## config.mk

```make
export PLATFORM = sky130hd
export DESIGN_NAME = exc_unit
export DESIGN_NICKNAME = d
export VERILOG_FILES = /design/src/rtl/exc_pkg.sv /design/src/rtl/exc_arbiter.sv /design/src/rtl/exc_vector.sv /design/src/rtl/exc_fsm.sv /design/src/rtl/exc_unit.sv
export SDC_FILE = /design/constraint.sdc
export NUM_CORES = 1
export LEC_CHECK = 0
export ABC_CLOCK_PERIOD_IN_PS = 4500
export BUFFER_PORTS_ARGS = -buffer_cell sky130_fd_sc_hd__buf_2
export CORE_ASPECT_RATIO = 0.7
export CORE_MARGIN = 4
export CORE_UTILIZATION = 47
export DETAILED_ROUTE_END_ITERATION = 8
export PLACE_DENSITY_LB_ADDON = 0.3
export SYNTH_ARGS = -nofsm -noshare
export SYNTH_HDL_FRONTEND = slang
export SYNTH_SLANG_ARGS = --single-unit
```

## constraint.sdc

```tcl
create_clock -name clk -period 4.5 [get_ports clk]
set_clock_uncertainty 0.2 [all_clocks]
set_input_delay 0.225 -clock clk [delete_from_list [all_inputs] [get_ports clk]]
set_output_delay 0.225 -clock clk [all_outputs]
set_load 0.02 [all_outputs]
```

## src/rtl/exc_pkg.sv

```systemverilog
package exc_pkg;
    typedef enum logic [0:0] {
        ST_RUN    = 1'b0,
        ST_SETTLE = 1'b1
    } exc_state_e;

    localparam int CAUSE_UNDEF = 0;
    localparam int CAUSE_OVF   = 1;
endpackage

```

## src/rtl/exc_arbiter.sv

```systemverilog
module exc_arbiter #(
    parameter int XLEN = 32,
    parameter int CW   = 1
) (
    input  logic            armed,
    input  logic            id_valid,
    input  logic            id_undef,
    input  logic [XLEN-1:0] id_pc,
    input  logic            ex_valid,
    input  logic            ex_ovf,
    input  logic [XLEN-1:0] ex_pc,
    output logic            hit,
    output logic            hit_ex,
    output logic [CW-1:0]   cause,
    output logic [XLEN-1:0] ret_pc
);
    import exc_pkg::*;

    logic dec_fault;
    logic exe_fault;

    assign dec_fault = armed && id_valid && id_undef;
    assign exe_fault = armed && ex_valid && ex_ovf;

    // The execute instruction is older, so its fault ranks first.
    always_comb begin
        hit    = dec_fault || exe_fault;
        hit_ex = exe_fault;
        if (exe_fault) begin
            cause  = CW'(CAUSE_OVF);
            ret_pc = ex_pc + XLEN'(4);
        end else begin
            cause  = CW'(CAUSE_UNDEF);
            ret_pc = id_pc + XLEN'(4);
        end
    end
endmodule

```

## src/rtl/exc_vector.sv

```systemverilog
module exc_vector #(
    parameter int              XLEN       = 32,
    parameter int              NUM_CAUSES = 2,
    parameter int              CW         = 1,
    parameter logic [XLEN-1:0] FIXED_VEC  = 32'h8000_0180,
    parameter logic [XLEN-1:0] VEC_BASE   = 32'hC000_0000,
    parameter logic [XLEN-1:0] VEC_STRIDE = 32'h0000_0020
) (
    input  logic            vec_mode,
    input  logic [CW-1:0]   cause,
    output logic [XLEN-1:0] handler
);
    logic [XLEN-1:0] entry [NUM_CAUSES];

    for (genvar c = 0; c < NUM_CAUSES; c++) begin : g_entry
        assign entry[c] = VEC_BASE + XLEN'(c) * VEC_STRIDE;
    end

    always_comb begin
        if (vec_mode) handler = entry[cause];
        else          handler = FIXED_VEC;
    end
endmodule

```

## src/rtl/exc_fsm.sv

```systemverilog
module exc_fsm (
    input  logic clk,
    input  logic rst_n,
    input  logic hit,
    output logic armed,
    output logic take
);
    import exc_pkg::*;

    exc_state_e state_q;
    exc_state_e state_d;

    always_comb begin
        state_d = state_q;
        unique case (state_q)
            ST_RUN:    if (hit) state_d = ST_SETTLE;
            ST_SETTLE: state_d = ST_RUN;
            default:   state_d = ST_RUN;
        endcase
    end

    always_ff @(posedge clk) begin
        if (!rst_n) state_q <= ST_RUN;
        else        state_q <= state_d;
    end

    always_comb begin
        armed = 1'b0;
        take  = 1'b0;
        unique case (state_q)
            ST_RUN: begin
                armed = rst_n;
                take  = hit;
            end
            ST_SETTLE: begin
                armed = 1'b0;
                take  = 1'b0;
            end
            default: begin
                armed = 1'b0;
                take  = 1'b0;
            end
        endcase
    end

    // no trap may be taken in the cycle after one was taken
    assert_no_back_to_back_R8: assert property (@(posedge clk) disable iff (!rst_n)
        take |=> !take);
endmodule

```

## src/rtl/exc_unit.sv

```systemverilog
module exc_unit #(
    parameter int              XLEN       = 32,
    parameter int              NUM_CAUSES = 2,
    parameter logic [XLEN-1:0] FIXED_VEC  = 32'h8000_0180,
    parameter logic [XLEN-1:0] VEC_BASE   = 32'hC000_0000,
    parameter logic [XLEN-1:0] VEC_STRIDE = 32'h0000_0020
) (
    input  logic            clk,
    input  logic            rst_n,
    input  logic            vec_mode,
    input  logic            id_valid,
    input  logic            id_undef,
    input  logic [XLEN-1:0] id_pc,
    input  logic            ex_valid,
    input  logic            ex_ovf,
    input  logic [XLEN-1:0] ex_pc,
    output logic            take_trap,
    output logic            flush_fetch,
    output logic            flush_decode,
    output logic            flush_execute,
    output logic [XLEN-1:0] redirect_pc,
    output logic            cause_bit,
    output logic [XLEN-1:0] epc
);
    localparam int CW = (NUM_CAUSES > 1) ? $clog2(NUM_CAUSES) : 1;

    logic            armed;
    logic            hit;
    logic            hit_ex;
    logic [CW-1:0]   sel_cause;
    logic [XLEN-1:0] sel_ret;
    logic [CW-1:0]   cause_q;
    logic [XLEN-1:0] epc_q;

    exc_fsm u_fsm (
        .clk   (clk),
        .rst_n (rst_n),
        .hit   (hit),
        .armed (armed),
        .take  (take_trap)
    );

    exc_arbiter #(.XLEN(XLEN), .CW(CW)) u_arb (
        .armed    (armed),
        .id_valid (id_valid),
        .id_undef (id_undef),
        .id_pc    (id_pc),
        .ex_valid (ex_valid),
        .ex_ovf   (ex_ovf),
        .ex_pc    (ex_pc),
        .hit      (hit),
        .hit_ex   (hit_ex),
        .cause    (sel_cause),
        .ret_pc   (sel_ret)
    );

    exc_vector #(
        .XLEN(XLEN), .NUM_CAUSES(NUM_CAUSES), .CW(CW),
        .FIXED_VEC(FIXED_VEC), .VEC_BASE(VEC_BASE), .VEC_STRIDE(VEC_STRIDE)
    ) u_vec (
        .vec_mode (vec_mode),
        .cause    (sel_cause),
        .handler  (redirect_pc)
    );

    // The faulting stage and every younger stage are cleared.
    assign flush_fetch   = take_trap;
    assign flush_decode  = take_trap;
    assign flush_execute = take_trap && hit_ex;

    always_ff @(posedge clk) begin
        if (!rst_n) begin
            cause_q <= '0;
            epc_q   <= '0;
        end else if (take_trap) begin
            cause_q <= sel_cause;
            epc_q   <= sel_ret;
        end
    end

    assign cause_bit = cause_q[0];
    assign epc       = epc_q;

    // recorded state holds without a trap
    assert_hold_R7: assert property (@(posedge clk) disable iff (!rst_n)
        !take_trap |=> ($stable(cause_q) && $stable(epc_q)));
    // an execute flush records the overflow cause
    assert_ovf_cause_R3: assert property (@(posedge clk) disable iff (!rst_n)
        flush_execute |=> cause_bit);
    // an overflow report always flushes execute
    assert_oldest_first_R4: assert property (@(posedge clk) disable iff (!rst_n)
        (take_trap && ex_valid && ex_ovf) |-> flush_execute);
    // fixed mode always uses the single handler
    assert_fixed_vec_R5: assert property (@(posedge clk) disable iff (!rst_n)
        (take_trap && !vec_mode) |-> (redirect_pc == FIXED_VEC));
    // vectored overflow entry
    assert_vec_ovf_R6: assert property (@(posedge clk) disable iff (!rst_n)
        (take_trap && vec_mode && flush_execute) |-> (redirect_pc == VEC_BASE + VEC_STRIDE));
    // bubbles never trap
    assert_bubble_R9: assert property (@(posedge clk) disable iff (!rst_n)
        (!id_valid && !ex_valid) |-> !take_trap);
endmodule

```

# [After elaboration in Yosys (flattened, before gate mapping)]
# Cells that the tools add are included.
[classes] n_reduce_logical=6 addsub=2 mux=10 magnitude_cmp=1 n_bitwise=2
[ops] op="32-bit two-way mux" n=4
[ops] op="32-bit by 3-bit adder with 32-bit output, second input constant" n=2
[ops] op="6-bit two-way mux" n=1
[ops] op="1-bit one-hot mux with 2 select lines" n=3
[ops] op="1-bit logical AND" n=5
[ops] op="2-bit greater-or-equal comparator, second input constant" n=1
[ops] op="1-bit two-way mux" n=2
[ops] op="1-bit inverter with 2-bit output" n=1
[ops] op="1-bit logical OR" n=1
[ops] op="1-bit inverter" n=1
[word_totals] wordCells=24 register_bits=34 in_bits=71

# [Depth between registers and ports, before layout]
# Gate-level depths: netlist (run 1).
[depth] depth_word=10 ltp_mapped=15 depth_no_buf=10

# [Cells and area by module]
# From an unflattened synthesis (run 1), not the netlist that was laid out.
[unflattened] cells_unflattened=356 area_unflattened_um2=3109.2
[modules_own_cells] module="exc_arbiter" n_inst=1 cells_each=209 area_per_inst_um2=1524.0
[modules_own_cells] module="exc_unit" n_inst=1 cells_each=109 area_per_inst_um2=1301.2
[modules_own_cells] module="exc_vector" n_inst=1 cells_each=34 area_per_inst_um2=242.7
[modules_own_cells] module="exc_fsm" n_inst=1 cells_each=4 area_per_inst_um2=41.3

# [Worst setup path before layout (run 1)]
# Ideal clock, no wire load.
[synth_path] path_type="flip-flop to flip-flop" startpoint="register u_fsm.state_q" endpoint="register epc_q[30], in the netlist epc[30]" t_required_ns=4.174 slack_ns=1.248 path_stages_with_launch=14 synth_period_minus_slack_ns=3.252 arrival_ns=2.926 path_cell_list="dfxtp_1 -> nand4b_4 -> buf_1 -> buf_2 -> buf_2 -> nand2_1 -> nand2_1 -> ha_1 -> inv_1 -> or4_1 -> clkbuf_1 -> a211oi_2 -> a311o_1 -> o211ai_1"
[synth_via] elab_chain_len=6 elab_cells_between_ends=9 cone_classes="mux (3); bitwise (1); reduce/logical (5)"
[synth_lines] element="from (decl)" line_no="exc_fsm.sv:10" source="exc_state_e state_q;"
[synth_lines] element="from (signal assigned)" line_no="exc_fsm.sv:24" source="else state_q <= state_d;"
[synth_lines] element="1-bit inverter" line_no="exc_fsm.sv:30" source="unique case (state_q)"
[synth_lines] element="1-bit one-hot mux with 2 select lines" line_no="exc_fsm.sv:30"
[synth_lines] element="1-bit logical AND (on tied branches) (2 in series)" line_no="exc_arbiter.sv:22, exc_arbiter.sv:23"
[synth_lines] element="1-bit logical OR" line_no="exc_arbiter.sv:27" source="hit = dec_fault || exe_fault;"
[synth_lines] element="1-bit one-hot mux with 2 select lines" line_no="exc_fsm.sv:30"
[synth_lines] element="to (signal assigned)" line_no="exc_unit.sv:77" source="epc_q <= sel_ret;"
[synth_lines] element="to (decl)" line_no="exc_unit.sv:33" source="logic [XLEN-1:0] epc_q;"
# Parallel ways exist; a longest one is shown, timed or not.
# A chain may end at the register's enable or synchronous reset.

# [Worst setup path in the final report (run 1)]
[layout_path] startpoint="input port rst_n" endpoint="register epc_q[28], in the netlist epc[28]"
[layout_via] elab_chain_len=5 elab_cells_between_ends=8 cone_classes="mux (3); reduce/logical (5)"
[layout_lines] element="from (decl)" line_no="exc_unit.sv:9" source="input logic rst_n,"
[layout_lines] element="1-bit one-hot mux with 2 select lines" line_no="exc_fsm.sv:30"
[layout_lines] element="1-bit logical AND (on tied branches) (2 in series)" line_no="exc_arbiter.sv:22, exc_arbiter.sv:23"
[layout_lines] element="1-bit logical OR" line_no="exc_arbiter.sv:27"
[layout_lines] element="1-bit one-hot mux with 2 select lines" line_no="exc_fsm.sv:30"
# Parallel ways exist; a longest one is shown, timed or not.

==> impl_results.md, run 1 <==
- Die height: 73.5 microns
- Antenna violations before repair: 0
- Final ANT Viol Nets: 0
- Critical path buffers and inverters: 3
- DRC violations left: 0
- Clock Path Buffers: 2
- Register bit count reported by yosys: 34
- Initial DRC count: 232
- Die area: 7470 sq um
- Layout cells sized above 1: 0.281
- Initial Util: 0.493
- Fin. max-slew vios: 0
- Cell Rows: 23
- Min cycle time layout: 3220 ps
- Crit path depth: 11
- Vias per cell: 5.79
- Pin count of the biggest net entering global routing: 41
- Top cell by count, worst path: nand2_1
- Multi-input logic area: 1930 sq um
- Critical path required time: 4470 ps
- RSZ-0062 raised after global routing: no
- Startpoint Class: input pin
- Crit end category: flip-flop
- FF+latch area: 681 sq um
- PortBufs: 111
- Tot GR Track Use: 0.241
- Max Cap Violations: 0
- Crit share post-route: 0.715
- GP Congestion: 0.920
- Setup TNS: 0 ps
- Drt pass-1 iters: 5
- Post-synthesis sequential area ratio: 0.236
- Antenna Cells: 0
- Yosys cell types: 47
- Worst EP arrival: 3190 ps
- Max_slew headroom: 0.597
- Root Buffer: clkbuf_8
- Core region area: 5840 sq um
- Commonest non-fill, non-tap cell in the layout: buf_2
- CTS tree: done
- Syn avg cell area: 7.59 sq um
- Area growth, synth to finish: 18.6%
- Final-report setup violation count: 0
- Least-Margin Pin Slew: 604 ps
- Leakage Power: 0.00159 uW
- Power Density: 249 nW/um^2
- Endpoints failing hold: 0
- Crit path largest cell delay: 720 ps
- Remaining global-route overflow: 0
- First-pass GRT wire length: 14100 microns
- Worst-path fanout max: 27
- Ys Warns: 0
- Hold Path Class: input pin to flip-flop
- Most frequent cells in the layout: buf_2, nand2_1, nand3_1, dfxtp_1, conb_1
- Clk Latency, worst-skew pair: 290 ps
- Critical-path top delay cell: or4_1
- CP Cell Sequence: buf_2 > nand4b_4 > inv_2 > nand2_1 > nand2_1 > ha_1 > inv_1 > or4_1 > a22oi_4 > a311o_1 > o211ai_1
- Mapped Cells: 380
- Chip width: 102 microns
- H-tree depth: 2
- Vias post-DR: 3181
- Fillers: 582
- Final wirelength: 9050 microns
- Share of the core filled with cells: 0.585
- Maximum vdd drop: 0.000117 V
- Post-Syn Area: 2880 sq um
- Status: finished clean
- Hpwl dp: 7020 microns
- Sink Count: 34
- Ports: 140
- Number of buffers created by CTS: 5
- Reg2reg path depth: 10
- Class of the most critical setup path: input pin to flip-flop
- Final #Nets: 545
- Cell family with most CP delay: simple AND/OR/NAND/NOR gates
- Hold Crit Depth: 3
- Fmax: 0.311 GHz
- Reg clk slew, reported paths: 70 ps
- Number of global-route vias before repair: 2850
- Average wire per standard cell: 16.5 microns
==> kinds of logic (layout without fill, tap and decap cells) <==
group | count (synthesis) | in the layout | share of synthesized area
AND/OR/NAND/NOR | 168 | 168 | 0.303
AO/OA/AOI/OAI | 65 | 65 | 0.164
buffers and inverters | 62 | 130 | 0.131
flip-flops | 34 | 34 | 0.236
multiplexers | 29 | 29 | 0.102
XOR/XNOR | 19 | 19 | 0.0577
other | 2 | 28 | 0.00261
adder cells (fa/ha/maj) | 1 | 1 | 0.00434
==> cell type report <==
class	instances	share of cell area
clock buffers	6	0.0242
inverters	7	0.00769
repair buffers	115	0.172
clock inverters	2	0.00366
well taps	75	0.0275
multi-input cells	310	0.566
flip-flops and latches	34	0.199
==> where the power goes <==
part	total (uW)	internal, uW	leakage (uW)	switching [uW]
Sequential	341	328	0.000280	13.5
Clock	245	123	0.0000472	122
Combinational	266	90.6	0.00127	176
Total	853	541	0.00159	311
==> final timing paths <==
path	from	to	slack, ps
max	rst_n	epc[28]	1280
min	id_pc[1]	epc[1]	10
max reg2reg	u_fsm.state_q	epc[28]	1380
min reg2reg	epc[17]	epc[17]	260
==> cells in the mapped netlist, drive strengths merged <==
library cell  number  area, sq um
a211o              3         26.3
a211oi             2         20.0
a21o               2         15.0
a21oi             12         60.1
a221o              2         20.0
a221oi             1         8.76
a222oi             3         30.0
a22oi              5         65.1
a311o              3         30.0
a311oi             3         26.3
a31o               2         17.5
a31oi              1         6.26
and2               4         25.0
and3              14         87.6
and3b              1         8.76
and4               6         52.6
buf               44          309
clkbuf            11         41.3
clkinv             1         3.75
conb               2         7.51
dfxtp             34          681
ha                 1         12.5
inv                6         22.5
mux2               3         33.8
mux2i             26          260
nand2             52          195
nand3             49          245
nand3b             1         7.51
nand4             19          119
nand4b             1         23.8
nor2              11         41.3
nor3               1         5.00
o211ai             4         30.0
o21ai             18         90.1
o22ai              3         18.8
o311ai             1         8.76
or3                5         31.3
or4                4         30.0
xnor2              8         70.1
xor2              11         96.3
==> metrics by stage <==
stage	instances	instance area (sq um)	total power (uW)	setup slack, ps	hold WS [ps]
floorplan	406	2980	529	1250	184
global route	549	3420	899	968	40.9
detailed placement	540	3310	610	1000	247
CTS	549	3420	853	1300	4.87
finish	549	3420	853	1280	11.0
global placement	540	3310	606	1070	246
==> registers in the layout, indices dropped and copies added, names as in the netlist <==
signal         count
u_fsm.state_q      1
cause_bit          1
epc               32
==> timing repair <==
action / CTS / global route
buffers inserted: 0 / 0
gates resized for setup: 0 / 0
hold endpoints to repair: 1 / 0
hold buffers: 1 / 0
endpoints found under the setup margin: 0 / 0
==> worst register-to-register path, delay by kind of cell (launching register included) <==
family,cells,cell delay (ps)
fa+ha+maj,1,260
flops,1,320
simple gates,4,1100
buf+inv,2,480
compound gates,3,640
==> metal layers <==
| layer | up-vias | GRT usage | wire length (microns) |
|---|---|---|---|
| li1 | 1529 | - | - |
| met1 | 1471 | 0.354 | 4060 |
| met2 | 169 | 0.356 | 3980 |
| met3 | 12 | 0.0503 | 921 |
| met4 | 0 | 0.0590 | 92 |
| met5 | - | 0 | 0 |
Note: power is estimated with default switching activity, not from simulation.
==> run 2, diff against run 1 <==
--- a/config.mk
+++ b/config.mk
@@ -5,7 +5,7 @@
 export SDC_FILE = /design/constraint.sdc
 export NUM_CORES = 1
 export LEC_CHECK = 0
-export ABC_CLOCK_PERIOD_IN_PS = 4500
+export ABC_CLOCK_PERIOD_IN_PS = 3000
 export BUFFER_PORTS_ARGS = -buffer_cell sky130_fd_sc_hd__buf_2
 export CORE_ASPECT_RATIO = 0.7
 export CORE_MARGIN = 4
==> constraint.sdc (replaced) <==
create_clock -name clk -period 3 [get_ports clk]
set_clock_uncertainty 0.2 [all_clocks]
set_input_delay 0.15 -clock clk [delete_from_list [all_inputs] [get_ports clk]]
set_output_delay 0.15 -clock clk [all_outputs]
set_load 0.02 [all_outputs]
==> impl_results.md, run 2 (synthesis gave the netlist of run 1 again) <==
- Startpoint Class: flip-flop
- Largest register FFs: 32
- Maximum vdd drop: 0.000206 V
- Hpwl dp: 7150 microns
- Max Cap Violations: 0
- Fin cells: 558
- Antenna Cells: 0
- Layout cells sized above 1: 0.288
- Area growth, synth to finish: 22.0%
- Die height: 73.5 microns
- Average wire per standard cell: 16.3 microns
- First-pass GRT wire length: 14200 microns
- Initial DRC count: 244
- Root Buffer: clkbuf_8
- Final ANT Viol Nets: 0
- PortBufs: 111
- Die area: 7470 sq um
- Endpoints failing hold: 0
- Crit end category: flip-flop
- Leakage Power: 0.00164 uW
- Drt pass-1 iters: 6
- Vias post-DR: 3214
- GP Congestion: 0.927
- RSZ-0062 raised after global routing: no
- Crit path largest cell delay: 710 ps
- Number of buffers created by CTS: 5
- H-tree depth: 2
- Final #Nets: 554
- Top cell by count, worst path: nand2_1
- Clock Path Buffers: 2
- Hold Path Class: input pin to flip-flop
- Sink Count: 34
- Fmax: 0.355 GHz
- Critical path required time: 2960 ps
- Min cycle time layout: 2820 ps
- # resized after CTS: 0
- CTS tree: done
- Crit share post-route: 0.938
- Core region area: 5840 sq um
- Clk Latency, worst-skew pair: 300 ps
- CP Cell Sequence: nand4b_4 > inv_2 > nand2_1 > nand2_1 > ha_2 > inv_1 > or4_1 > a22oi_1 > mux2i_1 > o311ai_0
- Critical-path top delay cell: or4_1
- Final-report setup violation count: 0
- Power Density: 390 nW/um^2
- Cell Rows: 23
- Least-Margin Pin Slew: 621 ps
- Setup TNS: 0 ps
- Vias per cell: 5.76
- Chip width: 102 microns
- DRC violations left: 0
- Hold buffer count at CTS: 5
- Commonest non-fill, non-tap cell in the layout: buf_2
- Worst EP arrival: 2780 ps
- Reg clk slew, reported paths: 90 ps
- Most frequent cells in the layout: buf_2, nand2_1, nand3_1, dfxtp_1, conb_1
- Status: finished clean
- Dpl cells: 545
- Antenna violations before repair: 0
- Ports: 140
- Class of the most critical setup path: flip-flop to flip-flop
- Cell family with most CP delay: simple AND/OR/NAND/NOR gates
- Remaining global-route overflow: 0
- Final wirelength: 9120 microns
- Worst-path fanout max: 13
- Critical path buffers and inverters: 2
- Tot GR Track Use: 0.241
- Pin count of the biggest net entering global routing: 32
- Fin. max-slew vios: 0
- Initial Util: 0.493
- Post-CTS setup buffers: 0
- Number of global-route vias before repair: 2828
- Max_slew headroom: 0.586
[run 2: cell types whose count changed in the layout (fill, tap and decap cells not counted), sizes merged]
| cell | previous run | this run |
|---|---|---|
| dlygate4sd3 | 1 | 5 |
| clkinv | 2 | 1 |
| bufinv | 0 | 1 |
| buf | 114 | 119 |
| clkbuf | 6 | 5 |
| clkinvlp | 1 | 2 |
[run 2: final cells by class]
| cell class | instances | area [sq um] |
|---|---|---|
| fillers | 548 | 2320 |
| well taps | 75 | 93.8 |
| repair buffers | 124 | 666 |
| multi-input cells | 310 | 1940 |
| clock inverters | 3 | 45.0 |
| flip-flops and latches | 34 | 681 |
| inverters | 7 | 26.3 |
| clock buffers | 5 | 68.8 |
[run 2: per-layer routing]
metal / track usage / vias to the layer above / part of all wire
met5: 0 / - / 0
met4: 0.0472 / 0 / 0.0061
met3: 0.0579 / 9 / 0.12
met2: 0.337 / 215 / 0.42
met1: 0.372 / 1456 / 0.46
li1: - / 1534 / -
[run 2: per-stage QoR]
step | util | power, uW | hold WS (ps) | setup slack [ps] | cell area, sq um
after floorplan | - | 796 | 109 | 1.26 | 3000
after global placement | 0.574 | 915 | 213 | 317 | 3350
after detailed placement | 0.574 | 921 | 226 | 203 | 3350
after CTS | 0.602 | 1370 | 3.13 | 208 | 3520
after global routing | 0.602 | 1440 | 29.7 | 48.9 | 3520
final | 0.602 | 1370 | 7.90 | 185 | 3520
[run 2: worst paths after layout]
path	start	endpoint	slack, ps	cells past startpoint
max	u_fsm.state_q	epc[24]	180	10
min	ex_pc[5]	epc[5]	8	4
max reg2reg	u_fsm.state_q	epc[24]	180	10
min reg2reg	epc[4]	epc[4]	260	2
[run 2: worst reg2reg max path, cell delays in order, from the launching register on]
cell and delay, ps:
dfxtp_1 320, nand4b_4 180, inv_2 220, nand2_1 90
nand2_1 90, ha_2 190, inv_1 60, or4_1 710
a22oi_1 280, mux2i_1 200, o311ai_0 150
[run 2: report_power, final]
| group | switching, uW | internal, uW | leakage [uW] | total (uW) |
|---|---|---|---|---|
| logic | 265 | 145 | 0.00131 | 410 |
| registers | 21.3 | 492 | 0.000280 | 513 |
| clock network | 202 | 247 | 0.0000504 | 449 |
| total | 488 | 884 | 0.00164 | 1370 |
==> run 3, diff against run 2 <==
--- a/config.mk
+++ b/config.mk
@@ -7,7 +7,7 @@
 export LEC_CHECK = 0
 export ABC_CLOCK_PERIOD_IN_PS = 3000
 export BUFFER_PORTS_ARGS = -buffer_cell sky130_fd_sc_hd__buf_2
-export CORE_ASPECT_RATIO = 0.7
+export CORE_ASPECT_RATIO = 0.6
 export CORE_MARGIN = 4
 export CORE_UTILIZATION = 47
 export DETAILED_ROUTE_END_ITERATION = 8
==> impl_results.md, run 3 (synthesis gave the netlist of run 1 again) <==
- Worst hold endpoint: epc[5]
- Final ANT Viol Nets: 0
- Final #Nets: 557
- Number of buffers created by CTS: 5
- Die area: 7490 sq um
- Fin. max-slew vios: 0
- Top cell by count, worst path: buf_4
- Startpoint Class: flip-flop
- Reg2reg path depth: 8
- Core region area: 5750 sq um
- Critical path required time: 2960 ps
- Endpoints failing hold: 0
- Least-Margin Pin Slew: 527 ps
- Layout cells sized above 1: 0.294
- GR Layer Usage met1: 0.359
- Ports: 140
- Initial DRC count: 329
- Min-delay src: id_pc[5]
- Drt pass-1 iters: 6
- Sink Count: 34
- Antenna violations before repair: 0
- DRC violations left: 0
- GP Congestion: 0.912
- Worst r2r src: u_fsm.state_q
- Antenna Cells: 0
- Cell Rows: 21
- Hold Crit Depth: 4
- Class of the most critical setup path: flip-flop to flip-flop
- First-pass GRT wire length: 14900 microns
- Final-report setup violation count: 0
- Crit end category: flip-flop
- Die height: 68.7 microns
- Hold Path Class: input pin to flip-flop
- Max Cap Violations: 0
- Crit share post-route: 0.967
- Fin cells: 566
- M2 GR Usage: 0.376
- Crit path largest cell delay: 450 ps
- Vias per cell: 5.97
- Final wirelength: 9970 microns
- Dpl cells: 549
- Pin count of the biggest net entering global routing: 38
- Total power: 1300 uW
- Worst-path fanout max: 37
- Tot GR Track Use: 0.257
- Min cycle time layout: 2900 ps
- Initial Util: 0.501
- Fmax: 0.345 GHz
- Grt peak-use layer: met2
- CTS tree: done
- Number of global-route vias before repair: 3059
- Worst hold slack: 6.44 ps
- Reg clk slew, reported paths: 70 ps
- H-tree depth: 2
- Average wire per standard cell: 17.6 microns
- Vias post-DR: 3377
- Remaining global-route overflow: 0
- Worst r2r dst: epc[24]
- Met3 usage: 0.0884
- Power Density: 368 nW/um^2
- CP Cell Sequence: nand4b_4 > inv_2 > buf_4 > buf_4 > nand3_1 > a22oi_1 > mux2i_1 > o311ai_0
- Max_slew headroom: 0.649
- PortBufs: 111
- Leakage Power: 0.00165 uW
- Largest register FFs: 32
- Area growth, synth to finish: 22.5%
- Status: finished clean
- Clock Path Buffers: 2
- Reg2Reg Setup Slack: 100 ps
- Hpwl dp: 7570 microns
- Worst EP arrival: 2860 ps
- Critical-path top delay cell: buf_4
- Chip width: 109 microns
- Commonest non-fill, non-tap cell in the layout: buf_2
- Maximum vdd drop: 0.000172 V
- Most frequent cells in the layout: buf_2, nand2_1, nand3_1, dfxtp_1, conb_1
- Clk Latency, worst-skew pair: 290 ps
- Root Buffer: clkbuf_8
==> run 3: cell count changes in the layout (fill, tap and decap cells not counted), sizes merged <==
| cell | previous run | this run |
|---|---|---|
| bufinv | 1 | 0 |
| inv | 6 | 5 |
| clkinvlp | 2 | 1 |
| clkinv | 1 | 2 |
| buf | 119 | 122 |
| clkbuf | 5 | 7 |
==> run 3: worst max-delay path by stage <==
stage / start / endpoint / slack, ps / cells after the start
2_1_floorplan: u_fsm.state_q / epc[24] / 1 / 14
3_3_place_gp: u_fsm.state_q / epc[24] / 220 / 10
3_5_place_dp: u_fsm.state_q / epc[24] / 100 / 10
4_1_cts: u_fsm.state_q / epc[24] / 80 / 10
5_1_grt: u_fsm.state_q / epc[30] / -50 / 8
6_report: u_fsm.state_q / epc[24] / 100 / 8
==> run 3: per-stage QoR <==
step / setup WS, ps / cell area, sq um / utilization / TNS, ps
2_1_floorplan: 1.26 / 3000 / - / 0
3_3_place_gp: 220 / 3350 / 0.583 / 0
3_5_place_dp: 95.7 / 3350 / 0.583 / 0
4_1_cts: 77.6 / 3490 / 0.607 / 0
5_1_grt: -46.9 / 3530 / 0.614 / -86.0
6_report: 99.4 / 3530 / 0.614 / 0
==> run 3: layout make-up <==
type,instances,area [sq um]
clock buffer,7,86.3
clock inverter,1,5.00
fill,527,2220
inverter,7,30.0
multi-input combinational,310,1940
sequential,34,681
tap,80,100
timing repair buffer,127,688
==> run 3: per-layer routing <==
metal	vias up	routed length (microns)
met3	20	1400
li1	1548	-
met5	-	0
met1	1586	4380
met2	223	4090
met4	0	105
==> run 3: timing repair <==
| item | in CTS | in global routing |
|---|---|---|
| resized for setup | 0 | 2 |
| setup buffers | 0 | 4 |
| endpoints found under the setup margin | 0 | 9 |
| hold buffers | 5 | 0 |
| hold endpoints to repair | 3 | 0 |
==> run 3: report_power, final <==
part	leakage, uW	switching, uW	internal, uW
clock network	0.0000482	176	185
registers	0.000280	23.9	492
logic	0.00132	272	150
total	0.00165	472	827
==> run 3: critical path: cells and delay by family, from the launching register on <==
| kind | cells | cell delay [ps] |
|---|---|---|
| mux | 1 | 250 |
| flops | 1 | 320 |
| simple gates | 2 | 700 |
| buf+inv | 3 | 790 |
| compound gates | 2 | 500 |
